### src/rtl/wsc_pkg.sv
package wsc_pkg;

    typedef enum logic {
        PART_PRIV = 1'b0,
        PART_SHRD = 1'b1
    } part_e;

    typedef enum logic {
        ST_GATHER = 1'b0,
        ST_DECIDE = 1'b1
    } phase_e;

    typedef enum logic [1:0] {
        MV_HOLD      = 2'd0,
        MV_GROW_PRIV = 2'd1,
        MV_GROW_SHRD = 2'd2
    } move_e;

endpackage

### src/rtl/wsc_shadow_store.sv
module wsc_shadow_store #(
    parameter int SETS  = 16,
    parameter int TAG_W = 20,
    parameter int SW    = $clog2(SETS)
) (
    input  logic             clk,
    input  logic             rst_n,
    input  logic             ev_vld,
    input  logic [TAG_W-1:0] ev_tag,
    input  logic [SW-1:0]    ev_set,
    input  logic             ev_part,
    input  logic             lk_vld,
    input  logic [TAG_W-1:0] lk_tag,
    input  logic [SW-1:0]    lk_set,
    output logic [1:0]       lk_hit
);

    localparam int NPART = 2;

    logic [SETS-1:0]  vld_q [NPART];
    logic [TAG_W-1:0] tag_q [NPART][SETS];

    // lookup against the contents held before this cycle's write
    always_comb begin
        for (int p = 0; p < NPART; p++) begin
            lk_hit[p] = lk_vld && vld_q[p][lk_set] && (tag_q[p][lk_set] == lk_tag);
        end
    end

    // eviction write takes precedence over hit invalidation on the same entry
    always_ff @(posedge clk or negedge rst_n) begin
        if (!rst_n) begin
            for (int p = 0; p < NPART; p++) begin
                vld_q[p] <= '0;
                for (int s = 0; s < SETS; s++) begin
                    tag_q[p][s] <= '0;
                end
            end
        end else begin
            for (int p = 0; p < NPART; p++) begin
                for (int s = 0; s < SETS; s++) begin
                    if (ev_vld && (ev_part == 1'(p)) && (ev_set == SW'(s))) begin
                        vld_q[p][s] <= 1'b1;
                        tag_q[p][s] <= ev_tag;
                    end else if (lk_hit[p] && (lk_set == SW'(s))) begin
                        vld_q[p][s] <= 1'b0;
                    end
                end
            end
        end
    end


    evict_records_chk: assert property (@(posedge clk) disable iff (!rst_n)
        ev_vld |=> (vld_q[$past(ev_part)][$past(ev_set)] &&
                    tag_q[$past(ev_part)][$past(ev_set)] == $past(ev_tag)));


    hit_clears_priv_chk: assert property (@(posedge clk) disable iff (!rst_n)
        (lk_hit[0] && !(ev_vld && ev_part == 1'b0 && ev_set == lk_set))
        |=> !vld_q[0][$past(lk_set)]);


    hit_clears_shrd_chk: assert property (@(posedge clk) disable iff (!rst_n)
        (lk_hit[1] && !(ev_vld && ev_part == 1'b1 && ev_set == lk_set))
        |=> !vld_q[1][$past(lk_set)]);


    hit_needs_miss_chk: assert property (@(posedge clk) disable iff (!rst_n)
        (lk_hit != 2'b00) |-> lk_vld);

endmodule

### src/rtl/wsc_sat_counter.sv
module wsc_sat_counter #(
    parameter int W = 6
) (
    input  logic         clk,
    input  logic         rst_n,
    input  logic         restart,
    input  logic         bump,
    output logic [W-1:0] count
);

    localparam logic [W-1:0] TOP = {W{1'b1}};

    always_ff @(posedge clk or negedge rst_n) begin
        if (!rst_n) begin
            count <= '0;
        end else if (restart) begin
            count <= {{(W-1){1'b0}}, bump};
        end else if (bump && (count != TOP)) begin
            count <= count + 1'b1;
        end
    end


    no_wrap_chk: assert property (@(posedge clk) disable iff (!rst_n)
        (count == TOP && !restart) |=> count == TOP);


    restart_low_chk: assert property (@(posedge clk) disable iff (!rst_n)
        restart |=> (count <= W'(1)));


    single_step_chk: assert property (@(posedge clk) disable iff (!rst_n)
        (!restart && !bump) |=> $stable(count));

endmodule

### src/rtl/wsc_boundary_fsm.sv
module wsc_boundary_fsm
    import wsc_pkg::*;
#(
    parameter int WAYS        = 8,
    parameter int MISS_THRESH = 256,
    parameter int INIT_PRIV   = 4,
    parameter int HIT_W       = 6,
    parameter int PW          = $clog2(WAYS)
) (
    input  logic             clk,
    input  logic             rst_n,
    input  logic             miss_vld,
    input  logic [HIT_W-1:0] hits_priv,
    input  logic [HIT_W-1:0] hits_shrd,
    output logic             decide,
    output logic [PW-1:0]    priv_ways
);

    localparam int MCW = $clog2(MISS_THRESH + 1);
    localparam logic [MCW-1:0] LAST_BEFORE = MCW'(MISS_THRESH - 1);
    localparam logic [PW-1:0]  CEIL_WAYS   = PW'(WAYS - 1);
    localparam logic [PW-1:0]  FLOOR_WAYS  = PW'(1);

    phase_e           state_q, state_d;
    logic [MCW-1:0]   miss_cnt_q;
    move_e            move;

    // state register
    always_ff @(posedge clk or negedge rst_n) begin
        if (!rst_n) begin
            state_q <= ST_GATHER;
        end else begin
            state_q <= state_d;
        end
    end

    // next state
    always_comb begin
        state_d = state_q;
        unique case (state_q)
            ST_GATHER: if (miss_vld && miss_cnt_q == LAST_BEFORE) state_d = ST_DECIDE;
            ST_DECIDE: state_d = ST_GATHER;
        endcase
    end

    // period length
    always_ff @(posedge clk or negedge rst_n) begin
        if (!rst_n) begin
            miss_cnt_q <= '0;
        end else if (state_q == ST_DECIDE) begin
            miss_cnt_q <= {{(MCW-1){1'b0}}, miss_vld};
        end else if (miss_vld) begin
            miss_cnt_q <= miss_cnt_q + 1'b1;
        end
    end

    // verdict
    always_comb begin
        move = MV_HOLD;
        if ((hits_priv > hits_shrd) && (priv_ways < CEIL_WAYS)) begin
            move = MV_GROW_PRIV;
        end else if ((hits_shrd > hits_priv) && (priv_ways > FLOOR_WAYS)) begin
            move = MV_GROW_SHRD;
        end
    end

    // outputs
    always_ff @(posedge clk or negedge rst_n) begin
        if (!rst_n) begin
            priv_ways <= PW'(INIT_PRIV);
        end else if (state_q == ST_DECIDE) begin
            unique case (move)
                MV_GROW_PRIV: priv_ways <= priv_ways + 1'b1;
                MV_GROW_SHRD: priv_ways <= priv_ways - 1'b1;
                default:      priv_ways <= priv_ways;
            endcase
        end
    end

    assign decide = (state_q == ST_DECIDE);


    way_range_chk: assert property (@(posedge clk) disable iff (!rst_n)
        (priv_ways >= FLOOR_WAYS) && (priv_ways <= CEIL_WAYS));


    hold_in_gather_chk: assert property (@(posedge clk) disable iff (!rst_n)
        (state_q == ST_GATHER) |=> $stable(priv_ways));


    period_full_chk: assert property (@(posedge clk) disable iff (!rst_n)
        (state_q == ST_GATHER && miss_vld && miss_cnt_q == LAST_BEFORE) |=> state_q == ST_DECIDE);


    count_bound_chk: assert property (@(posedge clk) disable iff (!rst_n)
        miss_cnt_q <= MCW'(MISS_THRESH));


    grow_priv_chk: assert property (@(posedge clk) disable iff (!rst_n)
        (state_q == ST_DECIDE && hits_priv > hits_shrd && priv_ways < CEIL_WAYS)
        |=> priv_ways == $past(priv_ways) + 1'b1);


    grow_shrd_chk: assert property (@(posedge clk) disable iff (!rst_n)
        (state_q == ST_DECIDE && hits_shrd > hits_priv && priv_ways > FLOOR_WAYS)
        |=> priv_ways == $past(priv_ways) - 1'b1);


    tie_hold_chk: assert property (@(posedge clk) disable iff (!rst_n)
        (state_q == ST_DECIDE && hits_priv == hits_shrd) |=> $stable(priv_ways));


    one_cycle_decide_chk: assert property (@(posedge clk) disable iff (!rst_n)
        (state_q == ST_DECIDE) |=> (state_q == ST_GATHER && miss_cnt_q <= MCW'(1)));

endmodule

### src/rtl/way_split_ctrl.sv
module way_split_ctrl #(
    parameter int WAYS        = 8,
    parameter int SETS        = 16,
    parameter int TAG_W       = 20,
    parameter int MISS_THRESH = 256,
    parameter int HIT_W       = 6,
    parameter int INIT_PRIV   = 4,
    parameter int SW          = $clog2(SETS),
    parameter int PW          = $clog2(WAYS)
) (
    input  logic             clk,
    input  logic             rst_n,
    input  logic             evict_vld,
    input  logic [TAG_W-1:0] evict_tag,
    input  logic [SW-1:0]    evict_set,
    input  logic             evict_part,
    input  logic             miss_vld,
    input  logic [TAG_W-1:0] miss_tag,
    input  logic [SW-1:0]    miss_set,
    output logic [PW-1:0]    priv_ways
);

    logic [1:0]            shadow_hit;
    logic [1:0][HIT_W-1:0] hit_cnt;
    logic                  decide;

    wsc_shadow_store #(
        .SETS  (SETS),
        .TAG_W (TAG_W),
        .SW    (SW)
    ) u_store (
        .clk    (clk),
        .rst_n  (rst_n),
        .ev_vld (evict_vld),
        .ev_tag (evict_tag),
        .ev_set (evict_set),
        .ev_part(evict_part),
        .lk_vld (miss_vld),
        .lk_tag (miss_tag),
        .lk_set (miss_set),
        .lk_hit (shadow_hit)
    );

    for (genvar p = 0; p < 2; p++) begin : g_hitcnt
        wsc_sat_counter #(
            .W (HIT_W)
        ) u_cnt (
            .clk    (clk),
            .rst_n  (rst_n),
            .restart(decide),
            .bump   (shadow_hit[p]),
            .count  (hit_cnt[p])
        );
    end

    wsc_boundary_fsm #(
        .WAYS       (WAYS),
        .MISS_THRESH(MISS_THRESH),
        .INIT_PRIV  (INIT_PRIV),
        .HIT_W      (HIT_W),
        .PW         (PW)
    ) u_fsm (
        .clk      (clk),
        .rst_n    (rst_n),
        .miss_vld (miss_vld),
        .hits_priv(hit_cnt[0]),
        .hits_shrd(hit_cnt[1]),
        .decide   (decide),
        .priv_ways(priv_ways)
    );


    set_local_chk: assert property (@(posedge clk) disable iff (!rst_n)
        !miss_vld |=> $stable(hit_cnt) || $past(decide));

endmodule

### config.mk
export PLATFORM = sky130hd
export DESIGN_NAME = way_split_ctrl
export DESIGN_NICKNAME = d
export VERILOG_FILES = /design/src/rtl/wsc_pkg.sv /design/src/rtl/wsc_shadow_store.sv /design/src/rtl/wsc_sat_counter.sv /design/src/rtl/wsc_boundary_fsm.sv /design/src/rtl/way_split_ctrl.sv
export SDC_FILE = /design/constraint.sdc
export NUM_CORES = 1
export LEC_CHECK = 0
export BUFFER_PORTS_ARGS = -buffer_cell sky130_fd_sc_hd__buf_2
export CAP_MARGIN = 5
export CORE_AREA = 2 2 238 240
export CTS_BUF_LIST = sky130_fd_sc_hd__clkbuf_2
export CTS_CLUSTER_SIZE = 25
export DETAILED_ROUTE_END_ITERATION = 6
export DIE_AREA = 0 0 240 242
export PLACE_DENSITY = 0.72
export SETUP_SLACK_MARGIN = 0.5
export SLEW_MARGIN = 10
export SYNTH_ARGS = -nofsm -noshare
export SYNTH_HDL_FRONTEND = slang
export SYNTH_SLANG_ARGS = --single-unit
### constraint.sdc
create_clock -name clk -period 4.1 [get_ports clk]
set_input_delay 0.615 -clock clk [delete_from_list [all_inputs] [get_ports clk]]
set_output_delay 0.615 -clock clk [all_outputs]
set_load 0.01 [all_outputs]
* Word-level counts from Yosys, hierarchy flattened
Cells that the tools add are included.
** Storage, ports and cells
- Bits in registers :: 697
- Output and inout port bits :: 3
** Cells by class
- Reduce and logical (&&, ||, !) cells :: 114
- $add $sub $neg :: 5
- Equality and inequality tests :: 37
- $lt $le $gt $ge :: 6
- Multiplexer cells :: 85
- Bitwise gates (word level) :: 3
** Operators by type and width (number)
- $bmux W20 S4 :: 2
- $mux W20 :: 4
- $logic_and A1 B1 Y1 :: 75
- $reduce_bool A2 Y1 :: 36
- $mux W1 :: 67
- $eq A4 B4 Y1 const B :: 16
- $eq A20 B20 Y1 :: 2
- $eq A4 B3 Y1 const B :: 8
- $mux W6 :: 4
- $mux W9 :: 2
- $eq A4 B2 Y1 const B :: 4
- $add A6 B1 Y6 const B :: 2
- $gt A6 B6 Y1 :: 2
- $ne A6 B6 Y1 const B :: 2
- $add A9 B1 Y9 const B :: 1
- $eq A9 B8 Y1 const B :: 1
- $bmux W1 S4 :: 2
- $eq A4 B1 Y1 const B :: 2
- $logic_not A4 Y1 :: 2
- $pmux W3 S2 :: 1
- $ge A5 B5 Y1 const B :: 1
- $lt A4 B5 Y1 const B :: 1
- $not A4 Y5 :: 1
- $mux W2 :: 2
- other kinds (9) :: 10

* Longest topological paths before layout
- Depth after elaboration :: 9
- Depth in mapped cells :: 16
- Gate-level depth less buffers :: 10

* Hierarchy
From an unflattened synthesis, not the netlist that was laid out.
** Unflattened totals
- Cell total of the unflattened synthesis :: 2635
- Area, all modules :: 34883.5 sq um
** By module, submodules not included
- wsc_shadow_store :: cells an instance 2474, area an instance 33324.5 sq um, sequential area each 16816.1 sq um, times used 1
- wsc_boundary_fsm :: cells an instance 93, area an instance 860.8 sq um, sequential area each 326.6 sq um, times used 1
- wsc_sat_counter :: cells an instance 34, area an instance 349.1 sq um, sequential area each 150.1 sq um, times used 2

* Worst setup path before layout
OpenSTA, ideal clock, no wires.
- Path kind :: input port to flip-flop
- From :: input miss_set[1]
- To :: register g_hitcnt[1].u_cnt.count[3]
- Data arrival time :: 3812 ps
- Stages :: 15
- Setup time :: 125 ps
- Required time :: 3975 ps
- Buffers on the path :: 7
- Slack :: 163 ps
- Cell sequence :: buf_4 buf_4 buf_4 buf_2 buf_4 buf_4 mux4_2 xor2_1 a21oi_1 a21oi_1 nor4_1 o221ai_1 buf_2 nor4_1 mux2_2
** Between the ends
- Cells in the longest elaborated chain, start to end :: 8
- Elaborated cells between the ends (all ways) :: 11
** Ends and longest elaborated chain
- start: declaration :: RTL line way_split_ctrl.sv:19 : input logic [SW-1:0] miss_set,
- $not A4 Y5 (implied by the code) :: RTL line wsc_shadow_store.sv:26 : lk_hit[p] = lk_vld && vld_q[p][lk_set] && (tag_q[p][lk_set] == lk_tag);
- $bmux W20 S4 :: RTL line wsc_shadow_store.sv:26
- $mux W20 (implied by the code) (2 in series) :: RTL line wsc_shadow_store.sv:26
- $eq A20 B20 Y1 :: RTL line wsc_shadow_store.sv:26
- $logic_and A1 B1 Y1 (*) :: RTL line wsc_shadow_store.sv:26
- $logic_and A1 B1 Y1 (*) :: RTL line wsc_sat_counter.sv:18 : end else if (bump && (count != TOP)) begin
- $reduce_bool A2 Y1 (no line) (*)
- end signal: assignment :: RTL line wsc_sat_counter.sv:17 : count <= {{(W-1){1'b0}}, bump};
- end signal: assignment :: RTL line wsc_sat_counter.sv:19 : count <= count + 1'b1;
- end: declaration :: RTL line wsc_sat_counter.sv:8 : output logic [W-1:0] count
Every way passes the cells marked *; elsewhere a longest branch is shown, timed or not. The select of a mux whose other input is x is not followed.
A chain may end at the register's enable or synchronous reset.

* Worst setup path in the final report
- From :: register u_store.tag_q[228] (netlist name)
- To :: register g_hitcnt[1].u_cnt.count[0]
** Between the ends
- Cells in the longest elaborated chain, start to end :: 7
- Elaborated cells between the ends (all ways) :: 8
** Ends and longest elaborated chain
- start: declaration :: RTL line wsc_shadow_store.sv:21 : logic [TAG_W-1:0] tag_q [NPART][SETS];
- start signal: indexed assignment :: RTL line wsc_shadow_store.sv:44 : tag_q[p][s] <= ev_tag;
- $bmux W20 S4 (*) :: RTL line wsc_shadow_store.sv:26
- $mux W20 (implied by the code) (*) (2 in series) :: RTL line wsc_shadow_store.sv:26
- $eq A20 B20 Y1 (*) :: RTL line wsc_shadow_store.sv:26
- $logic_and A1 B1 Y1 (*) :: RTL line wsc_shadow_store.sv:26
- $logic_and A1 B1 Y1 :: RTL line wsc_sat_counter.sv:18
- $reduce_bool A2 Y1 (no line)
Marked as above.

==> run_results.csv <==
group,metric,value,unit
global_routing,antenna_found_initial,8,
timing,hold_violations,0,
cts,cts_buffer_depth,3,
detailed_routing,route.vias.total,20510,
timing,worst_pin_slew,978,ps
detailed_routing,dr.pass1.iters,5,
cts,cts_tree,"built",
placed_design,dp_hpwl,53400,um
setup_path,r2r_end,"g_hitcnt[1].u_cnt.count[0]",
yosys,syn_area_per_cell,15.0,sq um
die,dieArea,0.0581,sq mm
yosys,synth_fp_nets,2268,
yosys,seq_area_frac_synth,0.528,
global_routing,grt_pass1_vias,21910,
cells_and_area,multi_input_area,0.0146,sq mm
global_routing,grt_usage,0.310,
detailed_routing,drtAntennaViolNets,0,
global_routing,overflow,0,
setup_path,crit_start,"u_store.tag_q[228]",
setup_path,crit_required,5390,ps
die,core,0.0557,sq mm
global_routing,grt_pass1_wl,132000,um
detailed_routing,route.detailed.drc,0,
detailed_routing,drt_iter0_drc,1628,
setup_path,worstPathMaxFanout,16,
setup_path,worstSetupPathType,"reg2reg",
setup_path,cp-start-kind,"flop",
setup_path,r2r-start,"u_store.tag_q[228]",
cells_and_area,fillCellCount,4123,
setup_path,cp-endpoint,"g_hitcnt[1].u_cnt.count[0]",
detailed_routing,viasPerCell,6.26,
global_routing,grt_max_degree,86,
yosys,yosysWarningCount,0,
timing,clock.fmax,0.288,GHz
power,leakagePower,16.9,nW
timing,finalCritPeriodShare,0.846,
yosys,synthFlopType,"dfrtp_1",
worst_hold_path,hp-class,"in2reg",
die,ios,56,
power,powerDensity,465,mW/mm^2
placed_design,gp_congestion,0.871,
setup_path,ff2ff_path_depth,9,
cts,ctsRootBufferMaster,"clkbuf_2",
die,rows,87,
placed_design,dpl_worst_slack,-37.4,ps
timing,fin_ws,631,ps
cts,clk_pin_slew,100,ps
die,start_util,0.593,
outcome,status,"complete, no violations",
cts,cts_made_buffers,178,
timing,grt_setup_unrepaired,"false",
yosys,synth_cell_types,62,
setup_path,worstPathArrival,4760,ps
detailed_routing,wl,86400,um
placed_design,portBuffers,55,
timing,setup_viol,0,
die,die_h,242,um
job,cap_violations,0,
timing,finalMaxSlewViolations,0,
timing,clock_skew,83.3,ps
cts,htreeDepth,4,
cells_and_area,areaGrowthSynthToFinish,10.8,%
cells_and_area,nets,2468,
yosys,netlist_area,0.0330,sq mm
timing,fin_hold_ws,117,ps
cells_and_area,seq_area,0.0174,sq mm
cells_and_area,drive_gt1_frac,0.505,
cts,cts_sinks,697,
yosys,synth-edff-count,0,
detailed_routing,wl_per_cell,26.4,um
die,die_x,240,um
power,ir_worst_vdd,0.261,mV
cts,clock_latency,1430,ps
timing,period_needed,3470,ps
power,power,17.0,mW
setup_path,reg2reg_slack,630,ps
timing,relSlewSlack,0.345,
worst_hold_path,min_path_cells,7,
yosys,async_flop_share,1.00,
setup_path,endpoint_kind,"flop",
yosys,synthCells,2202,
yosys,synth_seq_cells,697,
-- cell type report --
cell class / instances / area share
well taps: 756 / 0.0258
inverters: 21 / 0.00215
clock buffers: 250 / 0.0342
multi-input cells: 1288 / 0.399
diodes: 13 / 0.000889
clock inverters: 36 / 0.00923
repair buffers: 216 / 0.0519
flip-flops and latches: 697 / 0.477
-- metal layers --
layer / up-vias / share of wire / GRT usage / routed length (um)
met3: 160 / 0.076 / 0.0855 / 6610
met4: 2 / 0.029 / 0.111 / 2470
met2: 746 / 0.47 / 0.475 / 40800
met5: - / 0.00015 / 0 / 13
met1: 10962 / 0.42 / 0.428 / 36500
li1: 8640 / - / - / -
-- cell usage after synthesis, types with 2 or more instances --
master / number / area, sq um
a21o_1: 22 / 165
a311oi_1: 3 / 26.3
or4_1: 5 / 37.5
nor3b_1: 2 / 15.0
nor3_1: 8 / 40.0
nand4_1: 14 / 87.6
buf_1: 39 / 146
mux4_1: 27 / 709
nand2_1: 53 / 199
nor2_1: 55 / 206
o21ai_0: 20 / 100
nand4b_1: 3 / 26.3
nand2b_1: 9 / 56.3
nor4_1: 7 / 43.8
a22o_1: 7 / 61.3
and3_1: 7 / 43.8
nor2b_1: 13 / 81.3
o2111ai_1: 4 / 35.0
buf_4: 20 / 150
buf_6: 13 / 146
buf_12: 4 / 80.1
a21oi_1: 14 / 70.1
nand3_1: 11 / 55.1
mux2i_1: 76 / 761
o211ai_1: 2 / 15.0
a211oi_1: 3 / 22.5
clkbuf_1: 106 / 398
or3_1: 17 / 106
a22oi_1: 8 / 60.1
xor2_1: 20 / 175
dfrtp_1: 696 / 17400
buf_2: 12 / 60.1
o31ai_1: 4 / 30.0
inv_1: 21 / 78.8
and2_1: 2 / 12.5
mux4_2: 143 / 3220
a221oi_1: 6 / 52.6
mux2_2: 648 / 7300
o22ai_1: 5 / 31.3
xnor2_1: 36 / 315
a31oi_1: 4 / 25.0
ha_1: 13 / 163
-- cells in the final DEF, fill, tap and decap left out, drive strengths merged, types with 25 or more instances in the layout --
cell           n
buf          171
nor2          55
nand2         53
xnor2         36
dfrtp        696
mux4         170
clkbuf       251
mux2i         76
dlygate4sd3   44
inv           25
mux2         648
-- cells by family after synthesis --
kind of cell,after synthesis,synth area share
mux,894,0.363
fa+ha+maj,13,0.00492
simple gates,213,0.0325
xor+xnor,56,0.0148
compound gates,112,0.0238
buf+inv,217,0.0328
flops,697,0.528
-- metrics by stage --
| step | std cells | setup TNS, ps | cell area (sq um) | utilization |
|---|---|---|---|---|
| 5_1_grt | 3276 | 0 | 36600 | 0.657 |
| 3_3_place_gp | 2932 | 0 | 34500 | 0.619 |
| 4_1_cts | 3263 | 0 | 36600 | 0.656 |
| 6_report | 3277 | 0 | 36600 | 0.657 |
| 3_5_place_dp | 2932 | -67.7 | 34500 | 0.619 |
| 2_1_floorplan | 2202 | 0 | 33200 | - |
-- critical path, stage by stage (launching register included) --
cell and delay, ps:
dfrtp_1 390, mux4_1 500, xor2_1 170, or4_1 480
a22oi_1 200, a31oi_1 150, or4_1 600, buf_4 230
or3_1 370, a31o_2 250
-- sequential cells by signal, indices dropped and copies added, names as in the netlist --
signal                cells
u_store.vld_q            32
u_store.tag_q           640
u_fsm.priv_ways           3
g_hitcnt.u_cnt.count     12
u_fsm.decide              1
u_fsm.miss_cnt_q          9
-- worst min path at each step --
stage	start	endpoint	slack [ps]
6_report	miss_tag[19]	g_hitcnt[0].u_cnt.count[5]	120
2_1_floorplan	rst_n	g_hitcnt[0].u_cnt.count[0]	320
3_3_place_gp	u_store.vld_q[6]	u_store.vld_q[6]	450
5_1_grt	miss_tag[19]	g_hitcnt[0].u_cnt.count[5]	20
3_5_place_dp	u_store.vld_q[23]	u_store.vld_q[23]	460
4_1_cts	miss_tag[1]	g_hitcnt[0].u_cnt.count[0]	20
-- where the power goes --
group | switching [mW] | internal, mW
clock | 2.81 | 2.05
combinational | 1.33 | 1.93
sequential | 0.684 | 8.19
total | 4.83 | 12.2
-- timing repair --
action,4_1_cts,5_1_grt
setup endpoints to repair,0,2
setup buffers,0,1
hold buffers,45,0
endpoints found under the hold margin,1372,0
resized for setup,0,2
(Power assumes the default switching activity.)
